`src/rtl/addenc_pkg.sv`:
```
package addenc_pkg;

    localparam int DIN_W  = 4;
    localparam int IDX_W  = $clog2(DIN_W);
    localparam int RES_W  = 2;

    typedef enum logic {
        MODE_ADD = 1'b0,
        MODE_ENC = 1'b1
    } mode_e;

    typedef struct packed {
        logic sum;
        logic carry;
    } fa_res_t;

    function automatic logic is_onehot(input logic [DIN_W-1:0] v);
        return (v != '0) && ((v & (v - 1'b1)) == '0);
    endfunction

    function automatic int unsigned ones3(input logic [2:0] v);
        return int'(v[0]) + int'(v[1]) + int'(v[2]);
    endfunction

endpackage

```
`src/rtl/addenc_fa.sv`:
```
module addenc_fa
    import addenc_pkg::*;
(
    input  logic    op_a,
    input  logic    op_b,
    input  logic    cin,
    output fa_res_t out
);

    logic half_s;

    always_comb begin
        half_s    = op_a ^ op_b;
        out.sum   = half_s ^ cin;
        out.carry = (op_a & op_b) | (half_s & cin);
    end

    // Arithmetic cross-check of the gate-level add.
    always_comb begin
        AST_FA_ARITH: assert ({out.carry, out.sum} ==
                              (2'(op_a) + 2'(op_b) + 2'(cin)));
    end

endmodule

```
`src/rtl/addenc_enc.sv`:
```
module addenc_enc
    import addenc_pkg::*;
#(
    parameter int WIDTH = DIN_W,
    localparam int IW   = (WIDTH > 1) ? $clog2(WIDTH) : 1
) (
    input  logic [WIDTH-1:0] lines,
    output logic [IW-1:0]    idx
);

    logic            valid;
    logic [IW-1:0]   raw;

    assign valid = (lines != '0) && ((lines & (lines - 1'b1)) == '0);

    for (genvar b = 0; b < IW; b++) begin : g_idx_bit
        always_comb begin
            raw[b] = 1'b0;
            for (int i = 0; i < WIDTH; i++) begin
                if (((i >> b) & 1) == 1 && lines[i]) raw[b] = 1'b1;
            end
        end
    end

    assign idx = valid ? raw : '0;

    always_comb begin
        if (valid) begin
            AST_ENC_DECODE: assert ((WIDTH'(1) << idx) == lines);
        end else begin
            AST_ENC_ZERO: assert (idx == '0);
        end
    end

endmodule

```
`src/rtl/addenc_unit.sv`:
```
module addenc_unit
    import addenc_pkg::*;
(
    input  logic [3:0] din,
    input  logic       mode_sel,
    output logic [1:0] res
);

    fa_res_t          fa_out;
    logic [IDX_W-1:0] enc_idx;
    mode_e            mode;

    assign mode = mode_e'(mode_sel);

    addenc_fa u_fa (
        .op_a (din[2]),
        .op_b (din[1]),
        .cin  (din[0]),
        .out  (fa_out)
    );

    addenc_enc #(.WIDTH(DIN_W)) u_enc (
        .lines (din),
        .idx   (enc_idx)
    );

    always_comb begin
        unique case (mode)
            MODE_ADD: res = {fa_out.sum, fa_out.carry};
            MODE_ENC: res = RES_W'(enc_idx);
            default:  res = '0;
        endcase
    end

    always_comb begin
        if (mode == MODE_ADD) begin
            AST_ADD_SUM:   assert (res[1] == ((ones3(din[2:0]) % 2) == 1));
            AST_ADD_CARRY: assert (res[0] == (ones3(din[2:0]) >= 2));
        end else if (!is_onehot(din)) begin
            AST_ENC_IDLE:  assert (res == 2'b00);
        end else begin
            AST_ENC_HIT:   assert (din[res] == 1'b1);
        end
    end

endmodule

```
`config.mk`:
```
export PLATFORM = sky130hd
export DESIGN_NAME = addenc_unit
export DESIGN_NICKNAME = d
export VERILOG_FILES = /design/src/rtl/addenc_pkg.sv /design/src/rtl/addenc_fa.sv /design/src/rtl/addenc_enc.sv /design/src/rtl/addenc_unit.sv
export SDC_FILE = /design/constraint.sdc
export NUM_CORES = 1
export LEC_CHECK = 0
export ABC_AREA = 1
export BUFFER_PORTS_ARGS = -buffer_cell sky130_fd_sc_hd__buf_2
export CAP_MARGIN = 10
export CORE_AREA = 2 2 39 41
export DETAILED_ROUTE_END_ITERATION = 10
export DIE_AREA = 0 0 41 43
export SLEW_MARGIN = 20
export SYNTH_ARGS = -nofsm -noshare
export SYNTH_HDL_FRONTEND = slang
export SYNTH_SLANG_ARGS = --single-unit
```
`constraint.sdc`:
```
create_clock -name vclk -period 1.98
set_clock_uncertainty 0.15 [all_clocks]
set_input_delay 0.297 -clock vclk [all_inputs]
set_output_delay 0.297 -clock vclk [all_outputs]
set_load 0.01 [all_outputs]
```
==> results <==
- The number of global-route vias before repair is 98.
- Post-CTS repair changed the size of 0 cells.
- During synthesis, Yosys emitted a total of 0 warnings.
- The number of filler instances in the final layout is 164.
- 7 I/O pins were placed.
- The period utilization is 0.829.
- The routed design has 282 um of wire.
- Across every metal layer, demand over resource in global routing totals 0.0320.
- The share of power burned in registers is 0.
- At the end of routability-driven placement, the weighted congestion stood at 0.666.
- After the first detailed-routing iteration, the DRC count stood at 1.
- The initial standard-cell utilization of the core is 0.0931.
- For this run, design rule violations remaining after detail routing come to 0.
- Setup violations remaining at the end of the flow were counted as 0.
- In the final design database the tool counted 41 nets.
- The number of iterations in the first detailed-routing pass is 4.
- The y dimension of the die is 43 um.
- The worst setup path is captured at a primary output.
- Of the total power, combinational logic draws 1.000.
- Of the total power, the share spent switching nets is 0.580.
- The detailed placement HPWL is 262 um.
- The type of origin of the critical path is an input port.
- The min-delay analysis places its worst path in the category in2out.
- The switching component of the power is 0.0203 mW.
- The number of buffers and inverters on the critical path is 2.
- The quantity of I/O buffers inserted on ports is 7.
- Traced cell by cell, the critical path runs through buf_2 > fa_1 > nand2_1 > nand2_1 > buf_2.
- Entering global routing, the biggest net connects 6 pins.
- In this run the standard cell core region covers 1380 um^2.
- There are 0 flip-flops and latches.
- The overall power consumption is 0.0350 mW.
- The cell type of the slowest stage on the worst timing path is fa_1.
- The top cell type by total area after synthesis is nand2_1.
- The number of hold buffers added after CTS is 0.
- The first global-routing pass estimated 420 um of wire.
- The number of endpoints with negative hold slack in the final report is 0.
- The share of layout cells above drive strength 1 is 0.290.
- For this run, the slowest stage of the critical path takes 0.53 ns.
- Subtracting the final worst setup slack from the clock period gives 1.64 ns.
- Of the synthesized area, sequential elements account for 0.
- The total overflow left after global routing is 0.
- The family with the most delay on the worst path is adder cells.
- The required time of the critical path is 1.53 ns.
- The fraction of the core area covered by cells at the end of the flow is 0.133.
- The initial antenna violation count is 0.
- The area growth from synthesis to layout is 42.7%.
- The number of max-cap violations is 0.
- The share of Yosys cell area claimed by the top area cell type is 0.233.
- In the final timing run, aggregate negative setup slack is 0 ns.
- The post-synthesis cell type count is 8.
- The number of placed instances with taps included is 47.
- Timing would allow up to 609 MHz.
- Dividing the detail-routed via count by the number of cells gives 3.15.
- The commonest cells after synthesis are 8 x nand2_1, 6 x nor2_1, 3 x inv_1.
- The transition at the pin with the smallest max-transition slack is 0.120 ns.
- Measured along the x axis, the die boundary spans 41 um.
- The count of clock-net buffers in the final layout is 0.
- The critical path is of the in2out type.
- In the post-synthesis netlist, the biggest area contributors are nand2_1 23%, ha_1 19%, nor2_1 17%.
- Along the worst path, the maximum fanout reaches 4.
- The floorplan step defined a die boundary enclosing 1760 um^2.
- The number of instances in the synthesized netlist is 24.
- The worst-case vdd ir drop is 0.0000440 V.
- The flow ran to the end, and the final reports show no timing, DRC or antenna violations.
- Internal power comes to 0.0147 mW.
- The total nets after synthesis is 32.
- Dividing total power by cell area gives a power density of 190 nW/um^2.
- The antenna cell count is 0.
- The sequential cell area is 0 um^2.
- The leakage power total is 0.113 nW.
- Dividing the detail-routed wire length by the instance count gives 6.00 um.
- The residual antenna-violating net count after detailed routing is 0.
- Yosys instantiated no cell more often than nand2_1.
- The clock share of power is 0.
- The post-synthesis instance area is 129 um^2.
- Setup repair after global routing left no endpoint under its margin.
- Summing all multi-input logic gate instances after layout gives 114 um^2.
- The endpoint arrival time on the critical path is 1.19 ns.
- The worst max-slew margin expressed relative to the limit is 0.920.
- The routed layout has 148 vias.
- The setup slack of the critical path after layout is 0.339 ns.
- The final max-slew violation count is 0.
- The initialized floorplan defines 14 standard-cell rows.
- A synthesized cell averages 5.37 um^2.
- The count of buffers added by post-CTS timing repair for setup is 0.
- The final cell count without fillers is 47.
- The pre-CTS setup slack is 0.343 ns.
==> cells by family (layout without fill, tap and decap cells) <==
logic type,after synthesis,in the layout,share of synthesized area
adders and majority gates,3,3,0.349
and+or+nand+nor,17,17,0.534
buffers and inverters,4,11,0.116
==> final timing paths <==
check / start / end / slack (ns) / depth (start not counted)
setup / recovery: din[0] / res[1] / 0.34 / 5
hold / removal: mode_sel / res[0] / 0.81 / 5
==> power groups by stage <==
stage                     clock (mW)  sequential (mW)  combinational [mW]
final                              0                0              0.0350
after global routing               0                0              0.0401
after CTS                          0                0              0.0352
after detailed placement           0                0              0.0351
after global placement             0                0              0.0360
after floorplan                    0                0              0.0194
==> routing by layer <==
metal  wire [um]  part of all wire  up-vias  global-route usage
li1            -                 -       84                   -
met1         158              0.56       56              0.0701
met2          86              0.30        8              0.0313
met3          36              0.13        0                   0
met4           0                 0        0                   0
met5           0                 0        -                   0
==> worst min-delay path: cells and delay by family <==
kind | cells | cell delay [ns]
buf+inv | 3 | 0.27
simple gates | 2 | 0.10
==> cell type report <==
| class | instances | share of cell area |
|---|---|---|
| inverter | 4 | 0.0816 |
| tap | 16 | 0.109 |
| timing repair buffer | 7 | 0.190 |
| multi-input combinational | 20 | 0.619 |
==> through the flow <==
stage | hold slack, ns | instance area, um^2
final | 0.809 | 184
after global routing | 0.841 | 184
after floorplan | 0.618 | 129
after CTS | 0.811 | 184
after detailed placement | 0.809 | 184
after global placement | 0.811 | 184
==> placed cells by master (no fill, tap or decap) <==
master and n:
buf_2 7, fa_1 1, ha_1 2, inv_1 3
inv_2 1, nand2_1 8, nand3_1 2, nor2_1 6
nor2_2 1
(Power assumes the default switching activity.)
